File: src/rtl/adc_seq_pkg.sv
package adc_seq_pkg;

  typedef enum logic [1:0] {
    ST_IDLE  = 2'd0,
    ST_TRACK = 2'd1,
    ST_CONV  = 2'd2
  } seq_st_t;

  localparam logic [2:0] SM_SOFT = 3'b000;
  localparam logic [2:0] SM_TMR3 = 3'b001;
  localparam logic [2:0] SM_PIN  = 3'b010;
  localparam logic [2:0] SM_TMR2 = 3'b011;

  // Inclusive window test on zero-extended values
  function automatic logic in_window(input logic [31:0] v,
                                     input logic [31:0] lo,
                                     input logic [31:0] hi);
    return (v >= lo) && (v <= hi);
  endfunction

  // Number of system clocks a phase of n SAR clocks lasts
  function automatic int unsigned phase_cycles(input int unsigned n,
                                               input int unsigned div);
    return n * div;
  endfunction

endpackage

File: src/rtl/adc_pin_sync.sv
module adc_pin_sync #(
  parameter int SYNC_STAGES = 2
) (
  input  logic clk,
  input  logic rst_n,
  input  logic pin_d,
  output logic pin_lvl,
  output logic pin_rise
);
  logic [SYNC_STAGES:0] sh_q;

  always_ff @(posedge clk or negedge rst_n) begin
    if (!rst_n) sh_q <= '1;
    else        sh_q <= {sh_q[SYNC_STAGES-1:0], pin_d};
  end

  assign pin_lvl  = sh_q[SYNC_STAGES-1];
  assign pin_rise = sh_q[SYNC_STAGES-1] & ~sh_q[SYNC_STAGES];
endmodule

File: src/rtl/adc_trig_sel.sv
module adc_trig_sel
  import adc_seq_pkg::*;
(
  input  logic [2:0] start_mode,
  input  logic       sw_go,
  input  logic       tmr3_ovf,
  input  logic       tmr2_ovf,
  input  logic       pin_rise,
  input  logic       peer_start,
  output logic       trig_go
);
  always_comb begin
    casez (start_mode)
      SM_SOFT: trig_go = sw_go;
      SM_TMR3: trig_go = tmr3_ovf;
      SM_PIN:  trig_go = pin_rise;
      SM_TMR2: trig_go = tmr2_ovf;
      3'b1??:  trig_go = peer_start;
      default: trig_go = 1'b0;
    endcase
  end
endmodule

File: src/rtl/adc_sar_timer.sv
module adc_sar_timer #(
  parameter int SAR_DIV = 4,
  parameter int LEN_W   = 4
) (
  input  logic             clk,
  input  logic             rst_n,
  input  logic             run,
  input  logic [LEN_W-1:0] len,
  output logic             tick,
  output logic             phase_done
);
  localparam int DIV_W = (SAR_DIV > 1) ? $clog2(SAR_DIV) : 1;

  logic [DIV_W-1:0] div_q;
  logic [LEN_W-1:0] ph_q;

  assign tick       = run && (div_q == DIV_W'(SAR_DIV - 1));
  assign phase_done = tick && (ph_q == len - LEN_W'(1));

  always_ff @(posedge clk or negedge rst_n) begin
    if (!rst_n) begin
      div_q <= '0;
      ph_q  <= '0;
    end else if (!run || phase_done) begin
      div_q <= '0;
      ph_q  <= '0;
    end else if (tick) begin
      div_q <= '0;
      ph_q  <= ph_q + LEN_W'(1);
    end else begin
      div_q <= div_q + DIV_W'(1);
    end
  end
endmodule

File: src/rtl/adc_start_seq.sv
module adc_start_seq
  import adc_seq_pkg::*;
#(
  parameter int RES_W      = 12,
  parameter int SAR_DIV    = 4,
  parameter int CONV_CLKS  = 14,
  parameter int TRACK_CLKS = 3
) (
  input  logic             clk,
  input  logic             rst_n,
  input  logic             cfg_enable,
  input  logic             cfg_lp_track,
  input  logic [2:0]       cfg_start_mode,
  input  logic             busy_wr,
  input  logic             busy_wdata,
  input  logic             clr_done,
  input  logic             clr_win,
  input  logic             tmr3_ovf,
  input  logic             tmr2_ovf,
  input  logic             peer_start,
  input  logic             ext_pin_ded,
  input  logic             ext_pin_shr,
  input  logic             ded_pin_en,
  input  logic             shr_pin_en,
  input  logic [RES_W-1:0] conv_result,
  input  logic [RES_W-1:0] win_lo,
  input  logic [RES_W-1:0] win_hi,
  output logic             track,
  output logic             busy,
  output logic             done_flag,
  output logic             win_flag,
  output logic             sar_tick
);
  localparam int MAX_CLKS = (CONV_CLKS > TRACK_CLKS) ? CONV_CLKS : TRACK_CLKS;
  localparam int LEN_W    = $clog2(MAX_CLKS + 1);

  seq_st_t          state_q, state_d;
  logic             sel_pin, pin_lvl, pin_rise;
  logic             sw_go, trig_go, start_go, conv_end, pin_mode;
  logic             phase_run, phase_done, in_win;
  logic [LEN_W-1:0] phase_len;
  logic             done_q, win_q;

  // Pin routing: dedicated pin first, shared pin second, idle-high otherwise
  assign sel_pin = ded_pin_en ? ext_pin_ded : (shr_pin_en ? ext_pin_shr : 1'b1);

  adc_pin_sync #(.SYNC_STAGES(2)) u_sync (
    .clk      (clk),
    .rst_n    (rst_n),
    .pin_d    (sel_pin),
    .pin_lvl  (pin_lvl),
    .pin_rise (pin_rise)
  );

  assign sw_go    = busy_wr && busy_wdata;
  assign pin_mode = (cfg_start_mode == SM_PIN);

  adc_trig_sel u_sel (
    .start_mode (cfg_start_mode),
    .sw_go      (sw_go),
    .tmr3_ovf   (tmr3_ovf),
    .tmr2_ovf   (tmr2_ovf),
    .pin_rise   (pin_rise),
    .peer_start (peer_start),
    .trig_go    (trig_go)
  );

  assign phase_run = (state_q == ST_TRACK) || (state_q == ST_CONV);
  assign phase_len = (state_q == ST_TRACK) ? LEN_W'(TRACK_CLKS) : LEN_W'(CONV_CLKS);

  adc_sar_timer #(.SAR_DIV(SAR_DIV), .LEN_W(LEN_W)) u_timer (
    .clk        (clk),
    .rst_n      (rst_n),
    .run        (phase_run),
    .len        (phase_len),
    .tick       (sar_tick),
    .phase_done (phase_done)
  );

  assign start_go = cfg_enable && (state_q == ST_IDLE) && trig_go;

  always_comb begin
    state_d  = state_q;
    conv_end = 1'b0;
    if (!cfg_enable) begin
      state_d = ST_IDLE;
    end else begin
      case (state_q)
        ST_IDLE:  if (start_go)
                    state_d = (cfg_lp_track && !pin_mode) ? ST_TRACK : ST_CONV;
        ST_TRACK: if (phase_done) state_d = ST_CONV;
        ST_CONV:  if (phase_done) begin
                    conv_end = 1'b1;
                    state_d  = ST_IDLE;
                  end
        default:  state_d = ST_IDLE;
      endcase
    end
  end

  always_ff @(posedge clk or negedge rst_n) begin
    if (!rst_n) state_q <= ST_IDLE;
    else        state_q <= state_d;
  end

  assign in_win = in_window(32'(conv_result), 32'(win_lo), 32'(win_hi));

  always_ff @(posedge clk or negedge rst_n) begin
    if (!rst_n) begin
      done_q <= 1'b0;
      win_q  <= 1'b0;
    end else begin
      if (conv_end)      done_q <= 1'b1;
      else if (clr_done) done_q <= 1'b0;
      if (conv_end && in_win) win_q <= 1'b1;
      else if (clr_win)       win_q <= 1'b0;
    end
  end

  assign busy      = (state_q == ST_CONV);
  assign track     = cfg_enable && (
                       (!cfg_lp_track && state_q != ST_CONV) ||
                       (state_q == ST_TRACK) ||
                       (cfg_lp_track && pin_mode && state_q == ST_IDLE && !pin_lvl));
  assign done_flag = done_q;
  assign win_flag  = win_q;
endmodule

File: config.mk
export PLATFORM = sky130hd
export DESIGN_NAME = adc_start_seq
export DESIGN_NICKNAME = d
export VERILOG_FILES = /design/src/rtl/adc_seq_pkg.sv /design/src/rtl/adc_pin_sync.sv /design/src/rtl/adc_trig_sel.sv /design/src/rtl/adc_sar_timer.sv /design/src/rtl/adc_start_seq.sv
export SDC_FILE = /design/constraint.sdc
export NUM_CORES = 1
export LEC_CHECK = 0
export ABC_AREA = 1
export BUFFER_PORTS_ARGS = -buffer_cell sky130_fd_sc_hd__buf_2
export CAP_MARGIN = 20
export CORE_ASPECT_RATIO = 0.6
export CORE_MARGIN = 2
export CORE_UTILIZATION = 45
export CTS_CLUSTER_SIZE = 8
export DETAILED_ROUTE_END_ITERATION = 16
export GPL_TIMING_DRIVEN = 1
export HOLD_SLACK_MARGIN = 0.15
export PLACE_DENSITY = 0.76
export SLEW_MARGIN = 5
export SYNTH_ARGS = -nofsm -noshare
export SYNTH_HDL_FRONTEND = slang
export SYNTH_HIERARCHICAL = 1
export SYNTH_SLANG_ARGS = --single-unit
File: constraint.sdc
create_clock -name clk -period 2.14 [get_ports clk]
set_input_delay 0.535 -clock clk [delete_from_list [all_inputs] [get_ports clk]]
set_output_delay 0.535 -clock clk [all_outputs]
set_load 0.005 [all_outputs]
==> results of run 1 <==
==> path summary, 6_finish.rpt <==
path                           startpoint  slack [ns]         endpoint
setup / recovery               state_q[1]        0.14       state_q[0]
setup reg to reg               state_q[1]        0.14       state_q[0]
max in group asynchronous           rst_n        1.70   u_sync/sh_q[0]
hold / removal                      rst_n        0.17  u_timer/ph_q[2]
hold reg to reg            u_sync/sh_q[0]        0.35   u_sync/sh_q[1]
min in group clk           u_sync/sh_q[0]        0.35   u_sync/sh_q[1]
==> report_power, final <==
group / total [uW] / switching [uW] / internal, uW
clock network: 210 / 82.0 / 128
registers: 305 / 22.2 / 282
logic: 492 / 279 / 214
==> layout make-up <==
class	count	area, sq um
clock inverter	1	5.00
inverter	65	244
multi-input combinational	157	963
clock buffer	3	41.3
tap	45	56.3
fill	319	1300
timing repair buffer	60	305
sequential	13	329
==> registers in the layout, summed over array words and instances, names as in the netlist <==
signal         flops
u_timer/ph_q       4
u_sync/sh_q        3
state_q            2
u_timer/div_q      2
done_flag          1
win_flag           1
==> kinds of logic (layout without fill, tap and decap cells) <==
family / after synthesis / count (layout)
xor gates and xnor gates: 4 / 4
DFF: 13 / 13
other: 1 / 1
AOI/OAI and AO/OA: 15 / 15
and+or+nand+nor: 107 / 107
adders and majority gates: 30 / 30
buffers and inverters: 65 / 129
==> metal layers <==
| metal | up-vias | track usage | routed length (um) |
|---|---|---|---|
| li1 | 839 | - | - |
| met1 | 643 | 0.253 | 1740 |
| met2 | 47 | 0.288 | 1330 |
| met3 | 2 | 0.0259 | 215 |
| met4 | 0 | 0.0259 | 14 |
| met5 | - | 0 | 0 |
==> through the flow <==
stage | total power, uW | std cells | worst slack [ns]
after floorplan | 607 | 235 | 0.293
after global placement | 739 | 338 | 0.195
after detailed placement | 755 | 338 | 0.0435
after CTS | 971 | 342 | 0.0257
after global routing | 1110 | 344 | 0.0131
final | 1010 | 344 | 0.136
==> cell usage in the layout, fill, tap and decap left out <==
cell type,synthesis,layout
dfstp_2,3,3
o21a_1,1,1
conb_1,1,1
nand3_1,17,17
inv_1,65,64
clkinv_2,0,1
ha_2,0,1
o21ai_0,3,3
xnor2_1,2,2
clkbuf_8,0,3
buf_2,0,58
nor3_1,1,1
nand4_1,2,2
nand3b_1,2,2
nand2_1,68,67
inv_2,0,1
ha_1,30,28
xor2_1,2,2
buf_4,0,2
dfrtp_1,10,10
nor2_2,2,2
ha_4,0,1
a21o_1,1,1
nor2_1,15,15
nand2_2,0,1
o22ai_1,3,2
o22ai_2,0,1
a21oi_1,7,7
==> timing repair <==
action                                  in CTS  in global routing
buffers inserted                             0                  2
endpoints found under the setup margin       0                  4
resized for setup                            0                  6
==> impl_metrics.ini, run 1 <==
[drt]
vias = 1531
dr.first_iter.drc_count = 75
antenna_left = 0
wl_per_cell_um = 9.57
via_per_inst = 4.45
drc_errors = 0
routed_wl_um = 3290
first_pass_iters = 4

[layout]
drive_above_1_share = 0.247
syn_to_final_growth_pct = 28.5
num_antenna_cells = 0
fin_area_sq_mm = 0.00194
utilization = 0.600
layout.nets = 384

[placed_design]
hpwl_um = 2890
dpl_cell_area_sq_mm = 0.00186
gp_congestion = 0.823
numPortBuffers = 58

[floorplan]
die_area_sq_mm = 0.00386
die_height_um = 48.9
pin_count = 59
core_region_area_sq_mm = 0.00324
start_util = 0.466
placementRows = 16
die_x_um = 78.9

[worst_setup_path]
cp-end-kind = register
cpMaxStageDelayCell = dfrtp_1
path_class = reg -> reg
cp_data_arrival_time_ns = 2.17
cp_common_cell = nand2_1
cp.depth = 15
path_delay_family = simple AND/OR/NAND/NOR gates
start_kind = register
worst-path-max-fanout = 5
critPathMaxStageDelay_ns = 0.39
reg2regPathDepth = 15
crit_buf_inv = 4
worstPathCellList = inv_2 -> ha_4 -> inv_1 -> ha_1 -> inv_1 -> nand2_1 -> nand2_1 -> nand3_1 -> nor2_1 -> nand2_1 -> inv_1 -> o22ai_1 -> nand2_1 -> nand2_2 -> o22ai_1
worstPathRequired_ns = 2.30

[timing]
post-route-period-util = 0.936
timing.fmax_ghz = 0.499
setup_tns_ns = 0
rsz0062_at_grt = no
finalCriticalPeriod_ns = 2.00
setup-violations-final = 0
skew_ns = 0.00162
hold-worst-slack_ns = 0.167
drv_slew = 0
hold_viol = 0

[cts]
cts.sink_count = 13
clk_pin_slew_worst_paths_ns = 0.05
clockBufferDepth = 2
cts_buffers = 3
htree_levels = 1
cts-root-buf = clkbuf_8
clock_latency_ns = 0.24
cts_tree = done
hold_buffers = 0

[global_route]
grt_max_degree = 14
grt_pass1_vias = 1345
grtUsageTotal = 0.176
grt_pass1_wl_um = 5520
overflow = 0
antenna_found_initial = 0

[logic_synthesis]
syn_avg_cell_area_sq_um = 6.44
async_flop_share = 1.00
yosysMostFrequentCell = nand2_1
ys.flop_type = dfrtp_1
ys_seq_area_frac = 0.218
synth-xor-area-share = 0.0232
synth.area.mux_share = 0
post_synth_num_cell_types = 19
yosys_warnings = 6
synth_top_area_share = 0.248
synth_area_sq_mm = 0.00151
synth.top_cells.by_count = nand2_1, inv_1, ha_1, nand3_1, nor2_1
synth_top_family_by_area = simple AND/OR/NAND/NOR gates
synth_fa_ha_area_frac = 0.248
synthesis.nets = 319
synth_top_cell_by_area = ha_1
ys_ff_latch = 13
synth_edf_count = 0
synthSimpleGateAreaFrac = 0.292
yosys-top-cells-area = ha_1, nand2_1, dfrtp_1, inv_1, nand3_1
synth-compound-area-share = 0.0554
synth_cells = 235

[power_and_ir_drop]
vdd_ir_drop_max_mv = 0.240
powerDensity_mw_per_mm2 = 518
p_leak_uw = 0.00129

[worst_hold_path]
hp-class = in -> async

[job]
drv_cap = 0

[outcome]
status = completed
Power figures use the tool's default switching activity.
==> inputs of run 2 (changes only) <==
Settings changed: ABC_AREA 1 to 0, CORE_UTILIZATION 45 to 48, PLACE_DENSITY 0.76 to 0.81.
==> run 2 against run 1 <==
  * Critical path depth is 5 lower
  * Worst setup slack worse by 0.075 ns
  * Design area is 4.2% lower
  * Sequential power hardly changed
  * Critical path type unchanged
  * Die area is 13% lower
  * Combinational power hardly changed
  * Non-clock buffer count is 2 higher
  * Worst hold slack better by 0.0048 ns
  * Core utilization is 6.2 points higher
  * Cell count is 23% lower
  * Global-route usage is 1.7 points higher
  * Synthesized area is 7.9% lower
==> impl_metrics.ini, run 2 <==
[worst_setup_path]
critPathMaxStageDelay_ns = 0.39
path_class = reg -> reg
cpMaxStageDelayCell = dfrtp_1
crit_buf_inv = 3
path_delay_family = compound AO/OA/AOI/OAI gates
worst-path-max-fanout = 4
cp_data_arrival_time_ns = 2.21
worstPathCellList = inv_2 -> ha_4 -> inv_1 -> ha_4 -> xor2_2 -> o211ai_2 -> a2111o_1 -> inv_2 -> o22ai_2 -> a211oi_1
worstPathRequired_ns = 2.27
cp-end-kind = register
start_kind = register

[layout]
num_antenna_cells = 0
largest_reg_flops = 4
layout.nets = 315
drive_above_1_share = 0.378
top_register = u_timer/ph_q
layout_common_cells = buf_2, inv_1, ha_1
syn_to_final_growth_pct = 33.6
reg_top3 = u_timer/ph_q x4, u_sync/sh_q x3
final_common_cell = buf_2

[global_route]
grt_pass1_vias = 1106
overflow = 0
antenna_found_initial = 0
grt_max_degree = 14
grt_pass1_wl_um = 4810
grtUsageTotal = 0.193

[drt]
first_pass_iters = 4
routed_wl_um = 3080
via_per_inst = 5.05
dr.first_iter.drc_count = 31
antenna_left = 0
vias = 1332
drc_errors = 0
wl_per_cell_um = 11.7

[timing]
setup_tns_ns = 0
setup-violations-final = 0
timing.fmax_ghz = 0.481
hold_viol = 0
post-route-period-util = 0.972
rsz0062_at_grt = yes
skew_ns = 0.000824
drv_slew = 0
finalCriticalPeriod_ns = 2.08
layout_setup_ws_ns = 0.0609

[power_and_ir_drop]
p_leak_uw = 0.00107
powerDensity_mw_per_mm2 = 537
vdd_ir_drop_max_mv = 0.395

[logic_synthesis]
synth_edf_count = 0
synthSimpleGateAreaFrac = 0.175
yosys_warnings = 6
yosys-top-cells-area = ha_1, dfrtp_1, inv_1, dfstp_2, xnor2_1
synth_top_cell_by_area = ha_1
syn_avg_cell_area_sq_um = 8.55
synth_top_area_share = 0.269
synth_area_sq_mm = 0.00139
async_flop_share = 1.00
synth.area.mux_share = 0.0153
synth_fa_ha_area_frac = 0.269
ys.flop_type = dfrtp_1
synth_top_family_by_area = adder cells
synth_cells = 163
synth.top_cells.by_count = inv_1, ha_1, a21oi_1, dfrtp_1, nor2_1
synth-compound-area-share = 0.149
ys_seq_area_frac = 0.236
synth-xor-area-share = 0.0557
post_synth_num_cell_types = 37
ys_ff_latch = 13
yosysMostFrequentCell = inv_1

[cts]
hold_buffers = 0
cts-root-buf = clkbuf_8
clockBufferDepth = 2
htree_levels = 1
post_cts_buffers = 0
clock_latency_ns = 0.23
clk_pin_slew_worst_paths_ns = 0.05
cts.sink_count = 13
cts_tree = done
cts_buffers = 3

[floorplan]
placementRows = 15
die_area_sq_mm = 0.00337
pin_count = 59
core_region_area_sq_mm = 0.00282
start_util = 0.495
die_height_um = 45.7
die_x_um = 73.6

[worst_hold_path]
hp-class = in -> async

[outcome]
status = completed

[placed_design]
gp_congestion = 0.759
hpwl_um = 2640
numPortBuffers = 58
pre_cts_ws_ns = -0.00426

[job]
drv_cap = 0
## run 2: cell count changes in the layout (fill, tap and decap cells not counted), sizes merged, moves of 5 or more
cell and change:
nand2 -62, inv -29, nand3 -14, nor2 -8, and3 +6, nor3 +5
## run 2: cells by family (layout without fill, tap and decap cells)
group | after synthesis | count (layout)
xor+xnor | 8 | 8
fa+ha+maj | 30 | 30
flops | 13 | 13
mux | 2 | 2
compound gates | 30 | 30
other cells | 1 | 2
buf+inv | 36 | 102
simple gates | 43 | 43
## run 2: report_power, final
part	total, uW	leakage, uW	switching, uW	internal (uW)
sequential	304	0.000169	22.7	282
clock	204	0.0000228	73.6	130
combinational	491	0.000883	257	234
## run 2: what timing repair did
action                     in CTS  in global routing
setup endpoints to repair       2                  4
gates resized for setup         1                  7
pin swaps                       2                  1
## run 2: area by class of cell
cell class	instances	area, sq um
sequential	13	329
tap	34	42.5
clock buffer	4	45.0
multi-input combinational	115	990
fill	236	953
inverter	36	135
timing repair buffer	62	320
## run 2: layer usage
metal / vias up / global-route usage / wire [um]
met1: 590 / 0.300 / 1550
li1: 695 / - / -
met4: 0 / 0.0436 / 14
met3: 2 / 0.0332 / 216
met5: - / 0 / 0
met2: 45 / 0.277 / 1300
## run 2: worst paths after layout
path                                start              to  slack (ns)  depth (start not counted)
setup / recovery               state_q[1]      state_q[1]        0.06                         10
min in group clk           u_sync/sh_q[0]  u_sync/sh_q[1]        0.36                          0
hold reg to reg            u_sync/sh_q[0]  u_sync/sh_q[1]        0.36                          0
setup reg to reg               state_q[1]      state_q[1]        0.06                         10
hold / removal                      rst_n       done_flag        0.17                          1
max in group asynchronous           rst_n  u_sync/sh_q[2]        1.70                          1
## run 2: metrics by stage
step	cell area (sq um)	std cells	hold slack, ns	total power, uW	util
global route	1860	264	0.187	1090	0.661
floorplan	1410	164	0.239	596	-
global placement	1770	260	0.348	733	0.630
finish	1860	264	0.172	999	0.661
detailed placement	1770	260	0.350	747	0.630
CTS	1830	264	0.174	973	0.650
